$ cat config.mk
export PLATFORM = sky130hd
export DESIGN_NAME = cec_top
export DESIGN_NICKNAME = d
export VERILOG_FILES = /design/src/rtl/cec_pkg.sv /design/src/rtl/cec_tag_store.sv /design/src/rtl/cec_way_select.sv /design/src/rtl/cec_ctrl.sv /design/src/rtl/cec_top.sv
export SDC_FILE = /design/constraint.sdc
export NUM_CORES = 2
export LEC_CHECK = 0
export BUFFER_PORTS_ARGS = -buffer_cell sky130_fd_sc_hd__buf_2
export CORE_UTILIZATION = 40
export DETAILED_ROUTE_END_ITERATION = 6
export PLACE_DENSITY_LB_ADDON = 0.15
export RECOVER_POWER = 50
export SKIP_LAST_GASP = 1
export SLEW_MARGIN = 20
export SYNTH_ARGS = -nofsm -noshare
export SYNTH_HDL_FRONTEND = slang
export SYNTH_SLANG_ARGS = --single-unit
$ cat constraint.sdc
create_clock -name clk -period 6.1 [get_ports clk]
set_input_delay 1.22 -clock clk [delete_from_list [all_inputs] [get_ports clk]]
set_output_delay 1.22 -clock clk [all_outputs]
set_load 0.01 [all_outputs]
$ cat src/rtl/cec_pkg.sv
package cec_pkg;
  typedef enum logic [1:0] {
    CMD_WB         = 2'd0,
    CMD_FILL_ALLOC = 2'd1,
    CMD_FILL_PASS  = 2'd2,
    CMD_WRITE_THRU = 2'd3
  } mem_op_e;

  typedef enum logic [2:0] {
    ST_IDLE,
    ST_LOOK,
    ST_WB,
    ST_OP2,
    ST_DONE
  } ctl_state_e;
endpackage

$ cat src/rtl/cec_tag_store.sv
module cec_tag_store #(
  parameter int WAYS  = 4,
  parameter int SETS  = 16,
  parameter int TAG_W = 23,
  localparam int IDX_W = $clog2(SETS),
  localparam int WAY_W = $clog2(WAYS)
) (
  input  logic                          clk,
  input  logic                          rst_n,
  input  logic [IDX_W-1:0]              rd_idx,
  output logic [WAYS-1:0][TAG_W-1:0]    rd_tag,
  output logic [WAYS-1:0]               rd_valid,
  output logic [WAYS-1:0]               rd_dirty,
  input  logic                          wr_en,
  input  logic [IDX_W-1:0]              wr_idx,
  input  logic [WAY_W-1:0]              wr_way,
  input  logic [TAG_W-1:0]              wr_tag,
  input  logic                          wr_valid,
  input  logic                          wr_dirty
);
  logic [WAYS-1:0][TAG_W-1:0] tag_q [SETS];
  logic [WAYS-1:0]            val_q [SETS];
  logic [WAYS-1:0]            drt_q [SETS];

  // Tags carry no reset: a line is only looked at when valid or dirty.
  always_ff @(posedge clk) begin
    if (wr_en) tag_q[wr_idx][wr_way] <= wr_tag;
  end

  always_ff @(posedge clk) begin
    if (!rst_n) begin
      for (int s = 0; s < SETS; s++) begin
        val_q[s] <= '0;
        drt_q[s] <= '0;
      end
    end else if (wr_en) begin
      val_q[wr_idx][wr_way] <= wr_valid;
      drt_q[wr_idx][wr_way] <= wr_dirty;
    end
  end

  assign rd_tag   = tag_q[rd_idx];
  assign rd_valid = val_q[rd_idx];
  assign rd_dirty = drt_q[rd_idx];
endmodule

$ cat src/rtl/cec_way_select.sv
module cec_way_select #(
  parameter int WAYS  = 4,
  parameter int TAG_W = 23,
  localparam int WAY_W = $clog2(WAYS)
) (
  input  logic                       clk,
  input  logic                       rst_n,
  input  logic                       chk_en,
  input  logic [WAYS-1:0][TAG_W-1:0] way_tag,
  input  logic [WAYS-1:0]            way_valid,
  input  logic [WAYS-1:0]            way_dirty,
  input  logic [TAG_W-1:0]           req_tag,
  input  logic [WAY_W-1:0]           rr_ptr,
  output logic                       hit,
  output logic [WAY_W-1:0]           hit_way,
  output logic [WAY_W-1:0]           vic_way,
  output logic                       vic_use_rr
);
  logic [WAYS-1:0] hit_vec;
  logic [WAYS-1:0] inv_dirty;
  logic [WAYS-1:0] empty;

  for (genvar w = 0; w < WAYS; w++) begin : g_way
    // An invalid but dirty line still answers for its address.
    assign hit_vec[w]   = (way_tag[w] == req_tag) && (way_valid[w] || way_dirty[w]);
    assign inv_dirty[w] = !way_valid[w] && way_dirty[w];
    assign empty[w]     = !way_valid[w] && !way_dirty[w];
  end

  always_comb begin
    hit     = |hit_vec;
    hit_way = '0;
    for (int w = WAYS - 1; w >= 0; w--) begin
      if (hit_vec[w]) hit_way = WAY_W'(w);
    end
  end

  always_comb begin
    vic_way    = rr_ptr;
    vic_use_rr = 1'b1;
    if (|inv_dirty) begin
      vic_use_rr = 1'b0;
      for (int w = WAYS - 1; w >= 0; w--) begin
        if (inv_dirty[w]) vic_way = WAY_W'(w);
      end
    end else if (|empty) begin
      vic_use_rr = 1'b0;
      for (int w = WAYS - 1; w >= 0; w--) begin
        if (empty[w]) vic_way = WAY_W'(w);
      end
    end
  end

  AST_HIT_ONEHOT: assert property (@(posedge clk) disable iff (!rst_n)
    chk_en |-> $onehot0(hit_vec));
  AST_VICTIM_PREF: assert property (@(posedge clk) disable iff (!rst_n)
    (chk_en && (|inv_dirty)) |-> (!way_valid[vic_way] && way_dirty[vic_way]));
endmodule

$ cat src/rtl/cec_ctrl.sv
module cec_ctrl
  import cec_pkg::*;
#(
  parameter int ADDR_W = 32,
  parameter int OFF_W  = 5,
  parameter int SETS   = 16,
  parameter int WAYS   = 4,
  localparam int IDX_W = $clog2(SETS),
  localparam int WAY_W = $clog2(WAYS),
  localparam int TAG_W = ADDR_W - OFF_W - IDX_W
) (
  input  logic                       clk,
  input  logic                       rst_n,
  input  logic                       cfg_excl,
  input  logic                       req_valid,
  output logic                       req_ready,
  input  logic                       req_write,
  input  logic [1:0]                 req_attr,
  input  logic [ADDR_W-1:0]          req_addr,
  output logic                       done_valid,
  output logic                       done_hit,
  output logic                       mem_cmd_valid,
  input  logic                       mem_cmd_ack,
  output logic [1:0]                 mem_cmd_op,
  output logic [ADDR_W-1:0]          mem_cmd_addr,
  output logic [IDX_W-1:0]           look_idx,
  output logic [TAG_W-1:0]           look_tag,
  output logic                       look_active,
  input  logic [WAYS-1:0][TAG_W-1:0] way_tag,
  input  logic [WAYS-1:0]            way_valid,
  input  logic [WAYS-1:0]            way_dirty,
  input  logic                       hit,
  input  logic [WAY_W-1:0]           hit_way,
  input  logic [WAY_W-1:0]           vic_way,
  input  logic                       vic_use_rr,
  output logic [WAY_W-1:0]           rr_ptr,
  output logic                       tw_en,
  output logic [WAY_W-1:0]           tw_way,
  output logic [TAG_W-1:0]           tw_tag,
  output logic                       tw_valid,
  output logic                       tw_dirty
);
  ctl_state_e        st_q;
  logic              wr_q;
  logic [1:0]        attr_q;
  logic [ADDR_W-1:0] addr_q;
  logic              hit_q;
  logic [ADDR_W-1:0] wb_addr_q;
  logic              op2_pend_q;
  mem_op_e           op2_q;
  logic [ADDR_W-1:0] op2_addr_q;
  logic [WAY_W-1:0]  rr_q [SETS];

  logic              pl_wb;
  logic [ADDR_W-1:0] pl_wb_addr;
  logic              pl_op2v;
  mem_op_e           pl_op2;
  logic [ADDR_W-1:0] pl_op2_addr;
  logic              pl_upd;
  logic              rr_adv;
  logic              hit_dirty;
  logic              vic_dirty;

  function automatic logic [ADDR_W-1:0] line_of(input logic [TAG_W-1:0] t,
                                                input logic [IDX_W-1:0] i);
    return {t, i, {OFF_W{1'b0}}};
  endfunction

  assign look_tag    = addr_q[ADDR_W-1 -: TAG_W];
  assign look_idx    = addr_q[OFF_W +: IDX_W];
  assign look_active = (st_q == ST_LOOK);
  assign rr_ptr      = rr_q[look_idx];
  assign hit_dirty   = way_dirty[hit_way];
  assign vic_dirty   = way_dirty[vic_way];

  // Decision made in the lookup cycle; tag state is written at its end.
  always_comb begin
    pl_wb       = 1'b0;
    pl_wb_addr  = line_of(way_tag[vic_way], look_idx);
    pl_op2v     = 1'b0;
    pl_op2      = CMD_FILL_PASS;
    pl_op2_addr = addr_q;
    pl_upd      = 1'b0;
    tw_way      = vic_way;
    tw_tag      = look_tag;
    tw_valid    = 1'b1;
    tw_dirty    = 1'b0;
    rr_adv      = 1'b0;
    if (!wr_q) begin
      if (hit) begin
        if (cfg_excl) begin
          pl_wb      = hit_dirty;
          pl_wb_addr = line_of(look_tag, look_idx);
          pl_op2v    = hit_dirty;
          pl_upd     = 1'b1;
          tw_way     = hit_way;
          tw_valid   = 1'b0;
          tw_dirty   = hit_dirty;
        end
      end else if (cfg_excl) begin
        pl_op2v = 1'b1;
      end else begin
        pl_wb       = vic_dirty;
        pl_op2v     = 1'b1;
        pl_op2      = CMD_FILL_ALLOC;
        pl_op2_addr = line_of(look_tag, look_idx);
        pl_upd      = 1'b1;
        rr_adv      = vic_use_rr;
      end
    end else begin
      if (hit) begin
        pl_upd   = 1'b1;
        tw_way   = hit_way;
        tw_dirty = (attr_q == 2'b11) ? hit_dirty : 1'b1;
      end else if (attr_q[0]) begin
        pl_wb    = vic_dirty;
        pl_upd   = 1'b1;
        tw_dirty = !attr_q[1];
        rr_adv   = vic_use_rr;
      end else begin
        pl_op2v = 1'b1;
        pl_op2  = CMD_WRITE_THRU;
      end
    end
  end

  assign tw_en = look_active && pl_upd;

  always_ff @(posedge clk) begin
    if (!rst_n) begin
      st_q       <= ST_IDLE;
      wr_q       <= 1'b0;
      attr_q     <= '0;
      addr_q     <= '0;
      hit_q      <= 1'b0;
      wb_addr_q  <= '0;
      op2_pend_q <= 1'b0;
      op2_q      <= CMD_FILL_PASS;
      op2_addr_q <= '0;
      for (int s = 0; s < SETS; s++) rr_q[s] <= '0;
    end else begin
      unique case (st_q)
        ST_IDLE: if (req_valid) begin
          wr_q   <= req_write;
          attr_q <= req_attr;
          addr_q <= req_addr;
          st_q   <= ST_LOOK;
        end
        ST_LOOK: begin
          hit_q      <= hit;
          wb_addr_q  <= pl_wb_addr;
          op2_pend_q <= pl_op2v;
          op2_q      <= pl_op2;
          op2_addr_q <= pl_op2_addr;
          if (rr_adv) begin
            rr_q[look_idx] <= (rr_q[look_idx] == WAY_W'(WAYS - 1)) ? '0
                            : rr_q[look_idx] + WAY_W'(1);
          end
          st_q <= pl_wb ? ST_WB : (pl_op2v ? ST_OP2 : ST_DONE);
        end
        ST_WB: if (mem_cmd_ack) st_q <= op2_pend_q ? ST_OP2 : ST_DONE;
        ST_OP2: if (mem_cmd_ack) st_q <= ST_DONE;
        ST_DONE: st_q <= ST_IDLE;
        default: st_q <= ST_IDLE;
      endcase
    end
  end

  assign req_ready     = (st_q == ST_IDLE);
  assign done_valid    = (st_q == ST_DONE);
  assign done_hit      = hit_q;
  assign mem_cmd_valid = (st_q == ST_WB) || (st_q == ST_OP2);
  assign mem_cmd_op    = (st_q == ST_WB) ? CMD_WB : op2_q;
  assign mem_cmd_addr  = (st_q == ST_WB) ? wb_addr_q : op2_addr_q;

  AST_CMD_HOLD: assert property (@(posedge clk) disable iff (!rst_n)
    (mem_cmd_valid && !mem_cmd_ack) |=> (mem_cmd_valid && $stable(mem_cmd_op)
                                         && $stable(mem_cmd_addr)));
  AST_READY_DROP: assert property (@(posedge clk) disable iff (!rst_n)
    (req_valid && req_ready) |=> !req_ready);
  AST_DONE_PULSE: assert property (@(posedge clk) disable iff (!rst_n)
    done_valid |=> !done_valid);
  AST_EXCL_NO_ALLOC: assert property (@(posedge clk) disable iff (!rst_n)
    (cfg_excl && mem_cmd_valid) |-> (mem_cmd_op != CMD_FILL_ALLOC));
  AST_RD_HIT_INVAL: assert property (@(posedge clk) disable iff (!rst_n)
    (look_active && cfg_excl && !wr_q && hit) |=> !way_valid[$past(hit_way)]);
  AST_WR_CLEAN_KEEP: assert property (@(posedge clk) disable iff (!rst_n)
    (look_active && wr_q && hit && attr_q == 2'b11)
      |=> (way_dirty[$past(hit_way)] == $past(hit_dirty)));
endmodule

$ cat src/rtl/cec_top.sv
module cec_top #(
  parameter int ADDR_W = 32,
  parameter int OFF_W  = 5,
  parameter int SETS   = 16,
  parameter int WAYS   = 4
) (
  input  logic              clk,
  input  logic              rst_n,
  input  logic              cfg_excl,
  input  logic              req_valid,
  output logic              req_ready,
  input  logic              req_write,
  input  logic [1:0]        req_attr,
  input  logic [ADDR_W-1:0] req_addr,
  output logic              done_valid,
  output logic              done_hit,
  output logic              mem_cmd_valid,
  input  logic              mem_cmd_ack,
  output logic [1:0]        mem_cmd_op,
  output logic [ADDR_W-1:0] mem_cmd_addr
);
  localparam int IDX_W = $clog2(SETS);
  localparam int WAY_W = $clog2(WAYS);
  localparam int TAG_W = ADDR_W - OFF_W - IDX_W;

  logic [IDX_W-1:0]           look_idx;
  logic [TAG_W-1:0]           look_tag;
  logic                       look_active;
  logic [WAYS-1:0][TAG_W-1:0] way_tag;
  logic [WAYS-1:0]            way_valid;
  logic [WAYS-1:0]            way_dirty;
  logic                       hit;
  logic [WAY_W-1:0]           hit_way;
  logic [WAY_W-1:0]           vic_way;
  logic                       vic_use_rr;
  logic [WAY_W-1:0]           rr_ptr;
  logic                       tw_en;
  logic [WAY_W-1:0]           tw_way;
  logic [TAG_W-1:0]           tw_tag;
  logic                       tw_valid;
  logic                       tw_dirty;

  cec_tag_store #(.WAYS(WAYS), .SETS(SETS), .TAG_W(TAG_W)) u_store (
    .clk(clk), .rst_n(rst_n),
    .rd_idx(look_idx), .rd_tag(way_tag), .rd_valid(way_valid), .rd_dirty(way_dirty),
    .wr_en(tw_en), .wr_idx(look_idx), .wr_way(tw_way), .wr_tag(tw_tag),
    .wr_valid(tw_valid), .wr_dirty(tw_dirty)
  );

  cec_way_select #(.WAYS(WAYS), .TAG_W(TAG_W)) u_sel (
    .clk(clk), .rst_n(rst_n), .chk_en(look_active),
    .way_tag(way_tag), .way_valid(way_valid), .way_dirty(way_dirty),
    .req_tag(look_tag), .rr_ptr(rr_ptr),
    .hit(hit), .hit_way(hit_way), .vic_way(vic_way), .vic_use_rr(vic_use_rr)
  );

  cec_ctrl #(.ADDR_W(ADDR_W), .OFF_W(OFF_W), .SETS(SETS), .WAYS(WAYS)) u_ctrl (
    .clk(clk), .rst_n(rst_n), .cfg_excl(cfg_excl),
    .req_valid(req_valid), .req_ready(req_ready), .req_write(req_write),
    .req_attr(req_attr), .req_addr(req_addr),
    .done_valid(done_valid), .done_hit(done_hit),
    .mem_cmd_valid(mem_cmd_valid), .mem_cmd_ack(mem_cmd_ack),
    .mem_cmd_op(mem_cmd_op), .mem_cmd_addr(mem_cmd_addr),
    .look_idx(look_idx), .look_tag(look_tag), .look_active(look_active),
    .way_tag(way_tag), .way_valid(way_valid), .way_dirty(way_dirty),
    .hit(hit), .hit_way(hit_way), .vic_way(vic_way), .vic_use_rr(vic_use_rr),
    .rr_ptr(rr_ptr),
    .tw_en(tw_en), .tw_way(tw_way), .tw_tag(tw_tag),
    .tw_valid(tw_valid), .tw_dirty(tw_dirty)
  );
endmodule

== Yosys cells after proc, flatten, opt, wreduce, memory -nomap -nowiden ==
Memories as Yosys holds them, arrays and structs flattened. A register that Yosys moved wholly into a read port is not among the register bits.
Index checks and enable logic that the tools add are counted.

* Add/sub/neg operators: 1
* Multipliers: 0
* Divide/modulo/power cells: 0
* Magnitude comparators: 4
* Equal/unequal tests: 13
* Shift-type cells: 0
* Mux-type cells: 105
* Bitwise gates (word level): 0
* Reduce and logical (&&, ||, !) cells: 37

{| class="wikitable"
|+ Operator list
! kind !! number
|-
| 2-to-1 mux 32 bit || 4
|-
| == test 23 bit || 4
|-
| 2-to-1 mux 92 bit || 1
|-
| 2-to-1 mux 4 bit || 16
|-
| 2-to-1 mux 2 bit || 25
|-
| binary-select mux 23 bit (select 2 bit) || 1
|-
| demux 23 bit (select 2 bit) || 1
|-
| 2-to-1 mux 23 bit || 2
|-
| 2-to-1 mux 1 bit || 42
|-
| OR reduction 4 bit || 5
|-
| 2-to-1 mux 3 bit || 6
|-
| 2-to-1 mux 5 bit || 3
|-
| logical AND 1 bit || 14
|-
| one-hot mux 3 bit (4 select lines) || 1
|-
| zero test 1 bit || 9
|-
| < comparator 2 x 3 -> 1 bit, second input constant || 3
|-
| == test 3 x 2 -> 1 bit, second input constant || 2
|-
| != test 2 bit, second input constant || 3
|-
| logical OR 1 bit || 5
|-
| binary-select mux 1 bit (select 2 bit) || 2
|-
| == test 2 bit, second input constant || 2
|-
| == test 3 x 1 -> 1 bit, second input constant || 1
|-
| == test 3 bit, second input constant || 1
|-
| zero test 3 bit || 1
|-
| other kinds (6) || 6
|}

* Register bits: 106
* Latch bits: 0
* Memory bits (writable): 1632
* Memory bits (read-only): 0
* Input port bits: 40
* Logic and storage cells: 173
* Memories: 4

{| class="wikitable"
|+ Memories
! name !! words !! width !! rd ports !! clocked after Yosys merged registers in !! write ports !! RTL line !! source
|-
| u_store.tag_q || 16 || 92 || 1 || 1 || 1 || cec_tag_store.sv:21 || <nowiki>logic [WAYS-1:0][TAG_W-1:0] tag_q [SETS];</nowiki>
|-
| u_store.drt_q || 16 || 4 || 1 || 1 || 16 || cec_tag_store.sv:23 || <nowiki>logic [WAYS-1:0] drt_q [SETS];</nowiki>
|-
| u_store.val_q || 16 || 4 || 1 || 1 || 16 || cec_tag_store.sv:22 || <nowiki>logic [WAYS-1:0] val_q [SETS];</nowiki>
|-
| u_ctrl.rr_q || 16 || 2 || 1 || 1 || 16 || cec_ctrl.sv:52 || <nowiki>logic [WAY_W-1:0] rr_q [SETS];</nowiki>
|}

== Longest topological paths before layout ==
* Depth after elaboration: 18
* Depth in mapped cells: 22

== Hierarchy ==
Synthesis repeated with hierarchy kept, for this count alone.

* Cells, all modules: 3645
* Area, all modules: 69271.4 um2

{| class="wikitable"
|+ Modules (own cells, without submodules)
! module !! instances !! cells an instance !! area each (um2)
|-
| cec_tag_store || 1 || 2777 || 61067.3
|-
| cec_ctrl || 1 || 717 || 7034.2
|-
| cec_way_select || 1 || 151 || 1169.9
|}

== Worst setup path before layout ==
Ideal clock, no wire load.

* Path type: register -> register
* Start point: register with a tool-made name
* End point: memory u_store.tag_q[12][69] (netlist name) (enable)
* Arrival time: 5.371 ns
* Required time: 5.697 ns
* Slack: 0.326 ns
* Cell stages (with the launch flop): 19
* Period minus slack after synthesis: 5.774 ns
* Cell sequence: dfxtp_1 -> buf_6 -> buf_6 -> buf_6 -> buf_6 -> buf_4 -> mux4_2 -> a2111oi_0 -> nand3_1 -> o211ai_1 -> and4b_1 -> and4_4 -> nor4_4 -> ha_1 -> a221oi_4 -> nand3b_1 -> buf_6 -> buf_2 -> nor2_1

{| class="wikitable"
|+ RTL lines
! element !! RTL line
|-
| to (decl) || cec_tag_store.sv:21
|}

==> impl_metrics.py <==
metrics = {
    "outcome": {
        "outcome": "finished with violations",
        "failed_checks": "max-capacitance violations, max-slew violations",
    },
    "grt": {
        "grt_pass1_vias": 41652,
        "grt_usage_pct": 26.6,
        "antenna_found_initial": 9,
        "grt_max_degree": 81,
        "grt_first_pass_wirelength_um": 342000,
        "overflow": 0,
    },
    "cts": {
        "cts.sinks": 1733,
        "clk_path_buf_depth": 3,
        "hold_buffers": 0,
        "path_clk_slew_ns": 0.06,
        "cts_max_level": 4,
        "clkLatencyLatePin_ns": 0.85,
        "post_cts_resized": 0,
        "post_cts_buffers": 0,
        "cts_root_buf": "clkbuf_16",
        "numCtsBuffers": 181,
        "cts_tree": "yes",
    },
    "logic_synthesis": {
        "synth_top_area_share_pct": 66.7,
        "netlist_area_um2": 73500,
        "syn_area_per_cell_um2": 16.9,
        "yosysSeqAreaShare_pct": 69.4,
        "synth-edff-count": 1632,
        "synth-async-reset-ratio_pct": 0,
        "synth_top_area_cell": "edfxtp_1",
        "netlist_instances": 4347,
        "ys.flop_type": "edfxtp_1",
        "ys_seq_elements": 1733,
        "synth_fp_nets": 4390,
        "yosysWarnings": 0,
        "synth.area.top_cells": "edfxtp_1 (67%), mux4_2 (9.3%), mux2i_1 (3.9%)",
        "ys_types": 91,
    },
    "layout": {
        "final_common_cell": "edfxtp_1",
        "drive_above_1_share_pct": 25.1,
        "final_net_count": 4693,
        "final_cell_mix": "edfxtp_1 (1632), mux4_2 (302), mux2i_1 (290)",
        "syn2layout_area_growth_pct": 16.4,
    },
    "routing": {
        "vias": 43716,
        "route.detailed.wl_per_inst_um": 34.3,
        "drt_iter0_drc": 5844,
        "via_per_inst": 6.03,
        "drtAntennaViolNets": 0,
        "drtPass1Iterations": 6,
        "wirelength_um": 249000,
        "drc": 0,
    },
    "sta": {
        "tightest_slew_ns": 2.74,
        "drv_slew": 847,
        "setup_tns_ns": 0,
        "fin_ws_ns": 0.113,
        "rsz0062_at_grt": "false",
        "post-route-min-period_ns": 5.99,
        "max_freq_ghz": 0.167,
        "hold_violations": 0,
        "min_period_over_period_pct": 98.2,
        "max_slew_margin_pct": -82.5,
        "skew_ns": 0.0306,
        "setup_viol": 0,
    },
    "setup_path": {
        "path_class": "register to register",
        "worstPathArrival_ns": 6.54,
        "critical_path.max_fanout": 30,
        "crit_path_end_kind": "register",
        "start_kind": "register",
        "worst_ep_required_time_ns": 6.66,
    },
    "place": {
        "dpl_worst_slack_ns": 0.316,
        "hpwl_um": 164000,
        "gp_congestion": 0.961,
        "portBuffers": 77,
    },
    "run": {
        "cap_violations": 27,
    },
    "floorplan": {
        "ios": 78,
        "die-area_um2": 186000,
        "initial_core_util_pct": 40.5,
        "die_x_um": 431,
        "core_area_um2": 182000,
        "fp.dieH_um": 431,
        "std_cell_rows": 156,
    },
    "power": {
        "leakagePower_uw": 0.0274,
        "ir_drop_mv": 0.355,
        "p_per_area_nw_per_um2": 392,
    },
    "min_path": {
        "hold_class": "register to register",
    },
}
path summary, 6_finish.rpt:
check                                                   startpoint                                 end  slack [ns]  cells past startpoint
worst max-delay path                                      register   u_store.drt_q[5][1]$_SDFFCE_PN0P_        0.11                     14
worst min-delay path            u_ctrl.op2_addr_q[20]$_SDFFE_PN0P_  u_ctrl.op2_addr_q[20]$_SDFFE_PN0P_        0.45                      2
worst max register to register                            register   u_store.drt_q[5][1]$_SDFFCE_PN0P_        0.11                     14
worst min register to register  u_ctrl.op2_addr_q[20]$_SDFFE_PN0P_  u_ctrl.op2_addr_q[20]$_SDFFE_PN0P_        0.45                      2
sequential cells by signal (all words and copies together) (netlist names), named ones only:
register           cells
u_ctrl.addr_q         32
u_ctrl.st_q            3
u_store.val_q         64
u_ctrl.op2_addr_q     32
u_ctrl.done_hit        1
u_ctrl.wb_addr_q      23
u_ctrl.op2_q           2
u_store.tag_q       1472
u_store.drt_q         64
u_ctrl.rr_q           32
u_ctrl.wr_q            1
u_ctrl.op2_pend_q      1
u_ctrl.attr_q          2
final cells by class:
| type | count | area [um^2] |
|---|---|---|
| fillers | 15419 | 96100 |
| multi-input cells | 2267 | 20900 |
| clock buffers | 213 | 4690 |
| clock inverters | 119 | 1290 |
| inverters | 16 | 62.6 |
| flip-flops and latches | 1733 | 51000 |
| well taps | 2449 | 3060 |
| diodes | 2 | 5.00 |
| repair buffers | 451 | 4530 |
report_power, final:
part	total (uW)	switching (uW)	leakage [uW]	internal, uW
logic	8120	5520	0.00825	2600
clock network	11200	4750	0.00289	6450
registers	14200	521	0.0162	13700
metrics by stage:
step	util (%)	hold WS (ns)	power, uW	instances	cell area (um^2)
CTS	47.3	0.453	33600	7248	85900
finish	47.1	0.450	33500	7250	85600
global placement	44.0	0.439	22400	6916	79900
detailed placement	44.0	0.444	22400	6916	79900
floorplan	-	0.434	18700	4347	73500
global route	47.1	0.469	34400	7248	85600
per-layer routing:
| layer | track usage (%) | vias to the layer above | part of all wire [%] |
|---|---|---|---|
| met5 | 0 | - | 0 |
| met4 | 7.96 | 0 | 3.1 |
| met3 | 4.89 | 336 | 8.8 |
| met2 | 40.3 | 2185 | 45 |
| met1 | 39.0 | 23201 | 43 |
| li1 | - | 17994 | - |
logic make-up after synthesis:
logic type	share of synthesized area, %
and+or+nand+nor	5.60
adders and majority gates	0.0511
muxes	15.0
DFF	69.4
AOI/OAI and AO/OA	5.89
xor gates and xnor gates	1.26
buffers and inverters	2.84
synthesized netlist by cell type, types with 53 or more instances:
| library cell | number |
|---|---|
| clkbuf_1 | 135 |
| mux2i_1 | 290 |
| buf_2 | 54 |
| mux4_2 | 302 |
| buf_4 | 54 |
| buf_6 | 53 |
| nor2_1 | 184 |
| nand2_1 | 281 |
| a211oi_1 | 58 |
| a21oi_1 | 136 |
| a22oi_1 | 100 |
| o21ai_0 | 113 |
| mux2_2 | 107 |
| xnor2_1 | 71 |
| edfxtp_1 | 1632 |
| dfxtp_1 | 101 |
critical path, cell delays in order, from the launching register on:
cell and delay [ns]:
dfxtp_4 0.78, buf_4 0.36, mux4_2 0.33, nand2_1 0.12, nand4_1 0.44, nor2_1 0.75
nor2_1 0.10, and4_1 0.24, and4_1 0.28, nor4_4 0.34, clkbuf_1 0.47, inv_1 0.25
a31oi_2 0.76, clkbuf_2 0.35, a211oi_1 0.11
Power figures use the tool's default switching activity.
